## src/rtl/irqu_pkg.sv

```systemverilog
package irqu_pkg;
  typedef enum logic {
    SEL_FLAG = 1'b0,
    SEL_EN   = 1'b1
  } irqu_sel_e;
endpackage

```

## src/rtl/irqu_rst_sync.sv

```systemverilog
module irqu_rst_sync #(
  parameter int STAGES = 2
) (
  input  logic clk,
  input  logic rst_n,
  output logic rst_sync_n
);
  logic [STAGES-1:0] chain_q;
  logic [STAGES-1:0] chain_d;

  always_comb begin
    chain_d = {chain_q[STAGES-2:0], 1'b1};
  end

  always_ff @(posedge clk or negedge rst_n) begin
    if (!rst_n) chain_q <= '0;
    else        chain_q <= chain_d;
  end

  assign rst_sync_n = chain_q[STAGES-1];
endmodule

```

## src/rtl/irqu_flag_reg.sv

```systemverilog
module irqu_flag_reg #(
  parameter int NUM_SRC = 7
) (
  input  logic               clk,
  input  logic               rst_n,
  input  logic               wr_clr_en,
  input  logic [NUM_SRC-1:0] wr_clr_mask,
  input  logic [NUM_SRC-1:0] src_set,
  input  logic [NUM_SRC-1:0] src_clr,
  output logic [NUM_SRC-1:0] flag_q
);
  logic [NUM_SRC-1:0] flag_d;
  logic [NUM_SRC-1:0] bit_en;

  for (genvar i = 0; i < NUM_SRC; i++) begin : g_bit
    logic kill;
    always_comb begin
      kill      = src_clr[i] | (wr_clr_en & wr_clr_mask[i]);
      bit_en[i] = src_set[i] | kill;
      // set has priority over any clear in the same cycle
      flag_d[i] = src_set[i] ? 1'b1 : 1'b0;
    end

    always_ff @(posedge clk or negedge rst_n) begin
      if (!rst_n)         flag_q[i] <= 1'b0;
      else if (bit_en[i]) flag_q[i] <= flag_d[i];
    end
  end
endmodule

```

## src/rtl/irqu_enable_reg.sv

```systemverilog
module irqu_enable_reg #(
  parameter int NUM_SRC = 7
) (
  input  logic               clk,
  input  logic               rst_n,
  input  logic               wr_en,
  input  logic               set_mode,
  input  logic [NUM_SRC-1:0] wr_mask,
  output logic [NUM_SRC-1:0] en_q
);
  logic [NUM_SRC-1:0] en_d;
  logic [NUM_SRC-1:0] bit_we;

  for (genvar i = 0; i < NUM_SRC; i++) begin : g_bit
    always_comb begin
      bit_we[i] = wr_en & wr_mask[i];
      en_d[i]   = set_mode;
    end

    always_ff @(posedge clk or negedge rst_n) begin
      if (!rst_n)         en_q[i] <= 1'b0;
      else if (bit_we[i]) en_q[i] <= en_d[i];
    end
  end
endmodule

```

## src/rtl/irqu_read_irq.sv

```systemverilog
module irqu_read_irq #(
  parameter int NUM_SRC = 7
) (
  input  logic               clk,
  input  logic               rst_n,
  input  logic               reg_sel,
  input  logic [NUM_SRC-1:0] flag_q,
  input  logic [NUM_SRC-1:0] en_q,
  output logic [NUM_SRC:0]   rdata,
  output logic               irq
);
  import irqu_pkg::*;

  logic any_active;
  logic irq_d;
  logic irq_q;

  always_comb begin
    any_active = |(flag_q & en_q);
    irq_d      = any_active;
    if (irqu_sel_e'(reg_sel) == SEL_EN) rdata = {1'b1, en_q};
    else                                rdata = {any_active, flag_q};
  end

  always_ff @(posedge clk or negedge rst_n) begin
    if (!rst_n) irq_q <= 1'b0;
    else        irq_q <= irq_d;
  end

  assign irq = irq_q;
endmodule

```

## src/rtl/irq_flag_unit.sv

```systemverilog
module irq_flag_unit #(
  parameter int NUM_SRC = 7
) (
  input  logic               clk,
  input  logic               rst_n,
  input  logic               wr_en,
  input  logic               reg_sel,
  input  logic [NUM_SRC:0]   wdata,
  output logic [NUM_SRC:0]   rdata,
  input  logic [NUM_SRC-1:0] src_set,
  input  logic [NUM_SRC-1:0] src_clr,
  output logic               irq
);
  import irqu_pkg::*;

  localparam int MODE_BIT = NUM_SRC;

  logic               rst_sync_n;
  logic               wr_flag;
  logic               wr_enable;
  logic [NUM_SRC-1:0] flag_q;
  logic [NUM_SRC-1:0] en_q;

  always_comb begin
    wr_flag   = wr_en & (irqu_sel_e'(reg_sel) == SEL_FLAG);
    wr_enable = wr_en & (irqu_sel_e'(reg_sel) == SEL_EN);
  end

  irqu_rst_sync #(.STAGES(2)) u_rst (
    .clk(clk), .rst_n(rst_n), .rst_sync_n(rst_sync_n)
  );

  irqu_flag_reg #(.NUM_SRC(NUM_SRC)) u_flag (
    .clk(clk), .rst_n(rst_sync_n),
    .wr_clr_en(wr_flag), .wr_clr_mask(wdata[NUM_SRC-1:0]),
    .src_set(src_set), .src_clr(src_clr), .flag_q(flag_q)
  );

  irqu_enable_reg #(.NUM_SRC(NUM_SRC)) u_en (
    .clk(clk), .rst_n(rst_sync_n),
    .wr_en(wr_enable), .set_mode(wdata[MODE_BIT]),
    .wr_mask(wdata[NUM_SRC-1:0]), .en_q(en_q)
  );

  irqu_read_irq #(.NUM_SRC(NUM_SRC)) u_rd (
    .clk(clk), .rst_n(rst_sync_n), .reg_sel(reg_sel),
    .flag_q(flag_q), .en_q(en_q), .rdata(rdata), .irq(irq)
  );
endmodule

```

## config.mk

```make
export PLATFORM = sky130hd
export DESIGN_NAME = irq_flag_unit
export DESIGN_NICKNAME = d
export VERILOG_FILES = /design/src/rtl/irqu_pkg.sv /design/src/rtl/irqu_rst_sync.sv /design/src/rtl/irqu_flag_reg.sv /design/src/rtl/irqu_enable_reg.sv /design/src/rtl/irqu_read_irq.sv /design/src/rtl/irq_flag_unit.sv
export SDC_FILE = /design/constraint.sdc
export NUM_CORES = 1
export LEC_CHECK = 0
export ABC_AREA = 1
export BUFFER_PORTS_ARGS = -buffer_cell sky130_fd_sc_hd__buf_2
export CAP_MARGIN = 20
export CELL_PAD_IN_SITES_DETAIL_PLACEMENT = 1
export CELL_PAD_IN_SITES_GLOBAL_PLACEMENT = 2
export CORE_UTILIZATION = 28
export CTS_BUF_LIST = sky130_fd_sc_hd__clkbuf_8
export DETAILED_ROUTE_END_ITERATION = 7
export PLACE_DENSITY_LB_ADDON = 0.1
export REMOVE_ABC_BUFFERS = 1
export SLEW_MARGIN = 10
export SYNTH_ARGS = -nofsm -noshare
export SYNTH_HDL_FRONTEND = slang
export SYNTH_SLANG_ARGS = --single-unit
```

## constraint.sdc

```tcl
create_clock -name clk -period 1.18 [get_ports clk]
set_input_delay 0.236 -clock clk [delete_from_list [all_inputs] [get_ports clk]]
set_output_delay 0.236 -clock clk [all_outputs]
set_load 0.02 [all_outputs]
```

Word-level counts from Yosys, hierarchy flattened
Index checks and enable logic that the tools add are counted.
{"block": "totals", "regBits": 17, "latchBits": 0, "ramBits": 0, "mem_bits_ro": 0, "out_inout_bits": 9, "wordCells": 57, "mem_count": 0}
{"block": "op_classes", "add_sub_neg": 0, "mul": 0, "div": 0, "n_lt_le_gt_ge": 0, "eq_ne": 0, "n_shift": 0, "muxes": 8, "bitwise_logic": 32, "n_reduce_logical": 1}
{"op": "$and 1x1->1", "count": 16}
{"op": "$or 1x1->1", "count": 14}
{"op": "$mux 8", "count": 1}
{"op": "$and 7x7->7", "count": 1}
{"op": "$mux 1", "count": 7}
{"op": "$reduce_or 7->1", "count": 1}
{"op": "$not 1->1", "count": 1}

Longest topological paths before layout
Gate-level depths: netlist (run 1).
{"block": "logic_depth", "depth_word": 5, "mapped_depth": 6, "mapped_depth_nobuf": 5}

Hierarchy
Synthesis (run 1) repeated with hierarchy kept, for this count alone.
{"block": "unflattened", "hier_cells": 124, "area_unflattened_um2": 873.3}
{"module": "irqu_flag_reg", "n_inst": 1, "cells_per_inst": 42, "area_per_inst_um2": 315.3, "seq_area_each_um2": 175.2}
{"module": "irqu_enable_reg", "n_inst": 1, "cells_per_inst": 36, "area_per_inst_um2": 300.3, "seq_area_each_um2": 175.2}
{"module": "irqu_read_irq", "n_inst": 1, "cells_per_inst": 39, "area_per_inst_um2": 186.4, "seq_area_each_um2": 25.0}
{"module": "irqu_rst_sync", "n_inst": 1, "cells_per_inst": 3, "area_per_inst_um2": 53.8, "seq_area_each_um2": 50.0}
{"module": "irq_flag_unit", "n_inst": 1, "cells_per_inst": 4, "area_per_inst_um2": 17.5, "seq_area_each_um2": 0.0}

Worst setup path after synthesis (run 1)
Ideal clock, no wire load.
{"block": "synth_path", "kind": "input to output", "from": "input port reg_sel", "to": "output port rdata[0]", "arrival_time_ns": 0.876, "t_required_ns": 0.944, "setup_slack_ns": 0.068, "cell_stages": 2, "n_path_buf": 1, "path_cell_list": "buf_4 -> o21ai_0"}
{"block": "synth_via", "elab_chain_cells": 1}
{"item": "from (decl)", "line_no": "irq_flag_unit.sv:7", "text": "input logic reg_sel,"}
{"item": "$mux 8", "line_no": "irqu_read_irq.sv:21", "text": "if (irqu_sel_e'(reg_sel) == SEL_EN) rdata = {1'b1, en_q};"}
{"item": "to (decl)", "line_no": "irq_flag_unit.sv:9", "text": "output logic [NUM_SRC:0] rdata,"}
Every way passes these cells.

Worst setup path after layout (run 1)
{"block": "layout_path", "from": "register u_en.en_q[1]", "to": "output port rdata[7]"}
{"block": "layout_via", "elab_chain_cells": 3}
{"item": "from (decl)", "line_no": "irqu_enable_reg.sv:9", "text": "output logic [NUM_SRC-1:0] en_q"}
{"item": "from (signal, indexed assignment)", "line_no": "irqu_enable_reg.sv:22", "text": "else if (bit_we[i]) en_q[i] <= en_d[i];"}
{"item": "$and 7x7->7", "line_no": "irqu_read_irq.sv:19", "text": "any_active = |(flag_q & en_q);"}
{"item": "$reduce_or 7->1", "line_no": "irqu_read_irq.sv:19"}
{"item": "$mux 8", "line_no": "irqu_read_irq.sv:21"}
Every way passes these cells.

==> flow_metrics.tcl, run 1 <==
set metrics [dict create \
    post-route-drc-count 0 \
    finalHoldViolCount 0 \
    vias 827 \
    seq_area_frac_synth 0.527 \
    cts.sinks 17 \
    synth_xor_area_frac 0 \
    whs_ns 0.151 \
    pre_cts_ws_ns 0.0477 \
    die_y_um 55.7 \
    viasPerCell 4.54 \
    worst-r2r-setup-slack_ns 0.30 \
    clk_latency_ns 0.26 \
    routed_wl_mm 2.23 \
    drv_slew 0 \
    slowest_delay_ns 0.40 \
    synth_top_area_share 0.527 \
    postSynthCellCount 102 \
    p_sw_mw 0.478 \
    cts_buffers 3 \
    grt_first_pass_wirelength_mm 3.65 \
    cts_max_level 1 \
    hold_class "in2reg" \
    drt-pass1-iter-count 4 \
    synth_area_leader_cell "dfrtp_1" \
    area_delta_synth_final_pct 47.8 \
    synth_seq_cells 17 \
    critPathArrivalTime_ns 1.13 \
    synth_area_leaders "dfrtp_1 53%, nand2_1 15%, a21o_1 6.5%" \
    yosysWarnings 0 \
    ant_nets 0 \
    fin_util 0.436 \
    p_total_mw 1.58 \
    synthAdderAreaFrac 0 \
    synthSimpleGateAreaFrac 0.248 \
    grt_usage 0.159 \
    wl_per_cell_um 12.2 \
    coreArea_um2 2730 \
    place.gp.congestion 0.703 \
    syn_area_per_cell_um2 7.91 \
    critical_path_required_ns 0.94 \
    num_antenna_cells 0 \
    path_max_fanout 3 \
    maxCapViolCount 0 \
    clk_pin_slew_ns 0.07 \
    period_minus_slack_ns 1.37 \
    setup_viol 8 \
    reg2reg_to "u_flag.flag_q[4]" \
    start_util 0.295 \
    drt_iter0_drc 17 \
    hpwlAfterDp_mm 1.60 \
    fp-row-count 19 \
    p_comb_frac 0.284 \
    crit_chain "nand2_1 -> nand2_2 -> nor2_4 -> nand3_2 -> buf_6" \
    yosysUniqueCellTypes 14 \
    finalSetupTns_ns -0.766 \
    critPathCapture "rdata[7]" \
    grt.overflow.total 0 \
    startpoint_type "flop" \
    outcome "finished with violations" \
    synth-compound-area-share 0.152 \
    ir_worst_vdd_v 0.00106 \
    violations "negative setup slack" \
    power.density_nw_per_um2 1320 \
    root_buffer "clkbuf_8" \
    r2r_start "u_flag.flag_q[4]" \
    cts_buffer_depth 2 \
    pwr-share-clk 0.279 \
    synthMuxAreaShare 0 \
    fmax_mhz 729 \
    internal_power_mw 1.10 \
    die_area_um2 3100 \
    p_seq_frac 0.437 \
    crit_path_start "u_en.en_q[1]" \
    cts_tree "built" \
    leakage_nw 0.655 \
    reg2regPathDepth 4 \
    crit_slowest_cell "dfrtp_1" \
    grt_pass1_vias 811 \
    worst_slack_ns -0.191 \
    synth_top_family_by_area "simple AND/OR/NAND/NOR gates" \
    io_buffers 34 \
    fp.dieW_um 55.7 \
    swShare 0.303 \
    grt_max_degree 17 \
    finalClockSkew_ns 0.00259 \
    end_kind "output port" \
    rsz0062_at_grt "yes" \
    worstSetupPathType "reg2out" \
    syn_area_um2 807 \
    final_nets 178 \
    drive_above_1_share 0.391 \
    ios 35 \
    timing.final.crit_share 1.16 \
    antenna_found_initial 0 \
]
-- area by class of cell --
type	count	area, µm²
Clock buffer	3	41.3
Clock inverter	1	5.00
Fill cell	350	1540
Inverter	11	42.5
Multi-Input combinational cell	72	347
Sequential cell	17	425
Tap cell	31	38.8
Timing Repair Buffer	47	293
-- worst min-delay path by stage --
stage	start	endpoint	slack, ns	cells after the start
after floorplan	rst_n	u_rst.chain_q[0]	-0.06	0
after global placement	rst_n	u_rst.chain_q[1]	0.02	1
after detailed placement	rst_n	u_rst.chain_q[0]	0.03	1
after CTS	src_set[4]	u_flag.flag_q[4]	0.15	2
after global routing	src_set[5]	u_flag.flag_q[5]	0.15	2
final	src_set[4]	u_flag.flag_q[4]	0.15	2
-- cell families after synthesis --
| family | after synthesis |
|---|---|
| AND/OR/NAND/NOR | 50 |
| other | 1 |
| flip-flops | 17 |
| AO/OA/AOI/OAI | 21 |
| buffers and inverters | 13 |
-- through the flow --
stage	instance area, µm²	cells
finish	1190	182
global route	1190	182
CTS	1140	178
detailed placement	1030	169
global placement	1030	169
floorplan	795	100
-- critical path, delay by kind of cell (launching register included) --
| family | cells | cell delay [ns] |
|---|---|---|
| simple gates | 4 | 0.35 |
| flops | 1 | 0.40 |
| buf+inv | 1 | 0.14 |
-- layout by cell type (no fill, tap or decap), drive strengths merged --
cell type	count
buf	46
nand2	33
dfrtp	17
o21ai	14
inv	10
nor2	9
nand3	8
a21o	7
clkbuf	3
clkinv	2
dlygate4sd3	1
conb	1
-- power by group through the flow --
| stage | registers [mW] | logic [mW] | clock network (mW) |
|---|---|---|---|
| 6_report | 0.688 | 0.448 | 0.440 |
| 4_1_cts | 0.689 | 0.402 | 0.457 |
| 5_1_grt | 0.696 | 0.495 | 0.489 |
| 3_3_place_gp | 0.699 | 0.335 | 0 |
| 3_5_place_dp | 0.703 | 0.340 | 0 |
| 2_1_floorplan | 0.708 | 0.180 | 0 |
-- synth_stat cells, drive strengths merged --
library cell,instances
nand3,8
buf,2
o21ai,14
nor2,9
nand2,33
inv,10
a21o,7
dfrtp,17
clkinv,1
conb,1
-- sequential cells by signal, summed over array words and instances, names as in the netlist --
name           cells
u_flag.flag_q      7
u_en.en_q          7
u_rst.chain_q      2
u_rd.irq           1
-- repair_timing --
| action | 4_1_cts | 5_1_grt |
|---|---|---|
| buffers inserted | 4 | 4 |
| endpoints found under the hold margin | 2 | 0 |
| gates resized for setup | 15 | 7 |
| pin swaps | 3 | 4 |
| setup endpoints to repair | 8 | 8 |
| hold buffers | 1 | 0 |
-- layer usage --
metal	part of all wire	up-vias	global-route usage	wire, µm
met3	0.047	5	0.0512	104
met2	0.52	20	0.269	1150
met1	0.42	382	0.192	945
li1	-	420	-	-
met5	0	-	0	0
met4	0.013	0	0.0536	29
(Power assumes the default switching activity.)
==> run 2, diff against run 1 <==
- CORE_UTILIZATION: 28 -> 26
- CTS_BUF_LIST: sky130_fd_sc_hd__clkbuf_8 -> sky130_fd_sc_hd__clkbuf_16
- CTS_CLUSTER_SIZE: default -> 28
- SETUP_SLACK_MARGIN: default -> 0.05
==> flow_metrics.tcl, run 2 (same netlist as run 1, synthesis figures left out) <==
set metrics [dict create \
    fp.dieW_um 57.7 \
    clk_pin_slew_ns 0.05 \
    reg_top3 "u_en.en_q x7, u_flag.flag_q x7, u_rst.chain_q x2" \
    slowest_delay_ns 0.38 \
    cts_max_level 1 \
    finalSetupTns_ns -0.724 \
    cts_buffer_depth 2 \
    drt_iter0_drc 22 \
    hpwlAfterDp_mm 1.64 \
    pwr-share-clk 0.337 \
    drive_above_1_share 0.449 \
    cts.sinks 17 \
    finalClockSkew_ns 0.000643 \
    pre_cts_ws_ns 0.0165 \
    wl_per_cell_um 12.6 \
    drt-pass1-iter-count 6 \
    final_common_cell "nand2_1" \
    power.density_nw_per_um2 1450 \
    setup_viol 8 \
    period_minus_slack_ns 1.37 \
    cts_buffers 3 \
    post-route-drc-count 2 \
    crit_chain "nand2_1 -> nand2_1 -> nor2_2 -> nand3_2 -> buf_6" \
    rsz0062_at_grt "yes" \
    critPathArrivalTime_ns 1.14 \
    multi_input_area_um2 369 \
    root_buffer "clkbuf_16" \
    vias 884 \
    area_delta_synth_final_pct 67.3 \
    io_buffers 34 \
    place.gp.congestion 0.726 \
    coreArea_um2 2850 \
    cts_tree "built" \
    grt_pass1_vias 906 \
    final_cell_mix "27 x nand2_1, 26 x buf_2, 17 x dfrtp_1, 14 x buf_6, 12 x buf_4" \
    swShare 0.269 \
    num_antenna_cells 0 \
    ant_nets 0 \
    timing.final.crit_share 1.16 \
    critPathMostFrequentCell "nand2_1" \
    ios 35 \
    register_area_um2 425 \
    finalHoldViolCount 0 \
    p_comb_frac 0.313 \
    start_util 0.283 \
    path_max_fanout 2 \
    ir_worst_vdd_v 0.00107 \
    fillCellCount 348 \
    fin_util 0.473 \
    final_nets 185 \
    outcome "finished with violations" \
    startpoint_type "flop" \
    clk_latency_ns 0.24 \
    worst_slack_ns -0.194 \
    end_kind "output port" \
    viasPerCell 4.68 \
    drv_slew 0 \
    grt_first_pass_wirelength_mm 4.15 \
    grt_usage 0.168 \
    p_seq_frac 0.349 \
    critical_path_required_ns 0.94 \
    grt_max_degree 17 \
    internal_power_mw 1.43 \
    routed_wl_mm 2.37 \
    die_y_um 57.7 \
    antenna_found_initial 0 \
    fp-row-count 19 \
    worstSetupPathType "reg2out" \
    leakage_nw 0.736 \
    violations "design-rule violations, negative setup slack" \
    maxCapViolCount 0 \
    fmax_mhz 728 \
    grt.overflow.total 0 \
    hold_class "in2reg" \
    reg2regPathDepth 10 \
    hold_depth 2 \
    crit_slowest_cell "dfrtp_1" \
    die_area_um2 3330 \
    p_sw_mw 0.527 \
]
==> run 2: stage by stage <==
step / instances / power [mW] / instance area (µm²) / hold WS, ns
floorplan: 100 / 0.887 / 795 / -0.0596
global placement: 173 / 1.06 / 1060 / 0.0223
detailed placement: 173 / 1.07 / 1060 / 0.0255
CTS: 186 / 1.90 / 1260 / 0.164
global route: 189 / 2.08 / 1350 / 0.170
finish: 189 / 1.96 / 1350 / 0.164
==> run 2: power groups by stage <==
stage	Sequential, mW	Combinational (mW)	Clock [mW]
6_report	0.685	0.615	0.662
5_1_grt	0.694	0.679	0.702
4_1_cts	0.685	0.534	0.680
3_5_place_dp	0.694	0.375	0
3_3_place_gp	0.693	0.368	0
2_1_floorplan	0.708	0.180	0
==> run 2: final cells by class <==
class	count	area share
flip-flops and latches	17	0.315
repair buffers	54	0.293
multi-input cells	72	0.273
clock buffers	3	0.0556
inverters	11	0.0315
well taps	31	0.0287
clock inverters	1	0.00278
==> run 2: metal layers <==
layer	GRT usage	part of all wire	routed length, µm	vias up
met5	0	0	0	-
li1	-	-	-	436
met1	0.214	0.45	1070	426
met2	0.286	0.50	1180	20
met3	0.0513	0.043	103	2
met4	0.0272	0.0055	13	0
==> run 2: worst paths after layout <==
kind / endpoint / slack, ns / start
worst min register to register: u_flag.flag_q[5] / 0.18 / u_rst.chain_q[1]
worst max-delay path: rdata[7] / -0.19 / u_en.en_q[3]
worst min-delay path: u_flag.flag_q[1] / 0.16 / src_set[1]
worst max register to register: u_rd.irq / -0.16 / u_en.en_q[3]
min in group asynchronous: u_flag.flag_q[5] / 0.18 / u_rst.chain_q[1]
max in group asynchronous: u_rst.chain_q[1] / 0.79 / rst_n
==> run 2: timing repair <==
action | in CTS | in global routing
pin swaps | 1 | 1
hold buffers | 1 | 0
resized for setup | 22 | 20
hold endpoints to repair | 2 | 0
buffers inserted | 8 | 3
setup endpoints to repair | 8 | 9
gates cloned | 0 | 0
==> run 2: worst max-delay path, delay by kind of cell, from the launching register on <==
family | cells | cell delay (ns)
flip-flops | 1 | 0.38
buffers and inverters | 1 | 0.14
AND/OR/NAND/NOR | 4 | 0.37
==> run 3, diff against run 2 <==
- CORE_ASPECT_RATIO: default -> 1.1
==> flow_metrics.tcl, run 3 (same netlist as run 1, synthesis figures left out) <==
set metrics [dict create \
    num_antenna_cells 0 \
    clk_latency_ns 0.25 \
    fp.dieW_um 55.1 \
    crit_family "flip-flops" \
    final_cell_mix "28 x nand2_1, 25 x buf_2, 17 x dfrtp_1, 13 x buf_6, 13 x buf_4" \
    grt_max_degree 17 \
    critPathMostFrequentCell "nand2_1" \
    whs_ns 0.164 \
    swShare 0.273 \
    hold_class "in2reg" \
    violations "negative setup slack" \
    r2r_start "u_en.en_q[3]" \
    antenna_found_initial 0 \
    finalHoldViolCount 0 \
    worst_slack_ns -0.189 \
    reg2regPathDepth 10 \
    m1WireLength_mm 1.08 \
    startpoint_type "flop" \
    cts_tree "built" \
    crit_path_start "u_en.en_q[3]" \
    cts_buffer_depth 2 \
    met3RoutedLength_um 89 \
    coreArea_um2 2850 \
    p_comb_frac 0.306 \
    power.density_nw_per_um2 1460 \
    cts.sinks 17 \
    slowest_delay_ns 0.39 \
    final_common_cell "nand2_1" \
    period_minus_slack_ns 1.37 \
    root_buffer "clkbuf_16" \
    post-route-drc-count 0 \
    wl_met2_mm 1.22 \
    hpwlAfterDp_mm 1.69 \
    grt_pass1_vias 868 \
    drt_iter0_drc 3 \
    p_seq_frac 0.352 \
    finalSetupTns_ns -0.707 \
    fin_util 0.471 \
    critPathArrivalTime_ns 1.13 \
    reg2reg_to "u_rd.irq" \
    place.gp.congestion 0.680 \
    cts_buffers 3 \
    drt-pass1-iter-count 3 \
    viasPerCell 4.66 \
    io_buffers 34 \
    setup_viol 7 \
    crit_chain "nand2_1 -> nand2_1 -> nor2_2 -> nand3_2 -> buf_6" \
    final_area_um2 1340 \
    fmax_mhz 730 \
    crit_slowest_cell "dfrtp_1" \
    maxCapViolCount 0 \
    worstSetupPathType "reg2out" \
    ant_nets 0 \
    grt_first_pass_wirelength_mm 3.67 \
    ir_worst_vdd_v 0.000640 \
    grt_usage 0.163 \
    critical_path_required_ns 0.94 \
    die_y_um 60.4 \
    pre_cts_ws_ns 0.0304 \
    end_kind "output port" \
    pwr-share-clk 0.342 \
    start_util 0.283 \
    p_total_mw 1.96 \
    rsz0062_at_grt "yes" \
    timing.final.crit_share 1.16 \
    ios 35 \
    outcome "finished with violations" \
    fp-row-count 20 \
    place_area_um2 1040 \
    routed_wl_mm 2.41 \
    die_area_um2 3330 \
    path_max_fanout 2 \
    worst-r2r-setup-slack_ns -0.16 \
    reg_top3 "u_en.en_q x7, u_flag.flag_q x7, u_rst.chain_q x2" \
    path_buf_inv 1 \
    clk_pin_slew_ns 0.05 \
    drv_slew 0 \
    internal_power_mw 1.43 \
    leakage_nw 0.732 \
    path_depth 5 \
    top_layer_used "met4" \
    drive_above_1_share 0.446 \
    grt.overflow.total 0 \
    final_cells 190 \
    critPathCapture "rdata[7]" \
    vias 886 \
    fillCellCount 362 \
    finalClockSkew_ns 0.00153 \
    p_sw_mw 0.536 \
    wl_per_cell_um 12.7 \
    area_delta_synth_final_pct 66.4 \
    cts_max_level 1 \
    dp_cells 172 \
    final_nets 184 \
]
==> run 3: repair_timing <==
| item | in CTS | in global routing |
|---|---|---|
| pin swaps | 2 | 2 |
| hold buffers | 1 | 0 |
| resized for setup | 26 | 17 |
| endpoints found under the hold margin | 2 | 0 |
| buffers inserted | 11 | 2 |
| setup endpoints to repair | 8 | 9 |
==> run 3: layer usage <==
metal  vias to the layer above  GRT usage
met3                         4     0.0301
met5                         -          0
met1                       427      0.190
li1                        436          -
met2                        19      0.284
met4                         0     0.0750
==> run 3: power groups by stage <==
stage	logic [mW]	registers, mW	clock network [mW]
CTS	0.541	0.686	0.692
floorplan	0.180	0.708	0
global route	0.656	0.697	0.715
finish	0.601	0.690	0.671
global placement	0.341	0.697	0
detailed placement	0.348	0.700	0
==> run 3: final cells by class <==
cell class / instances / area, µm² / area share
well taps: 33 / 41.3 / 0.0308
flip-flops and latches: 17 / 425 / 0.317
clock inverters: 1 / 3.75 / 0.00280
inverters: 11 / 42.5 / 0.0317
clock buffers: 3 / 75.1 / 0.0559
multi-input cells: 72 / 368 / 0.274
repair buffers: 53 / 387 / 0.288
==> run 3: how the worst min path moves through the flow <==
stage,start,end,slack [ns],cells past startpoint
global placement,rst_n,u_rst.chain_q[0],0.02,1
global route,src_set[1],u_flag.flag_q[1],0.17,2
CTS,src_set[1],u_flag.flag_q[1],0.16,2
floorplan,rst_n,u_rst.chain_q[0],-0.06,0
detailed placement,rst_n,u_rst.chain_q[1],0.02,1
finish,src_set[6],u_flag.flag_q[6],0.16,2
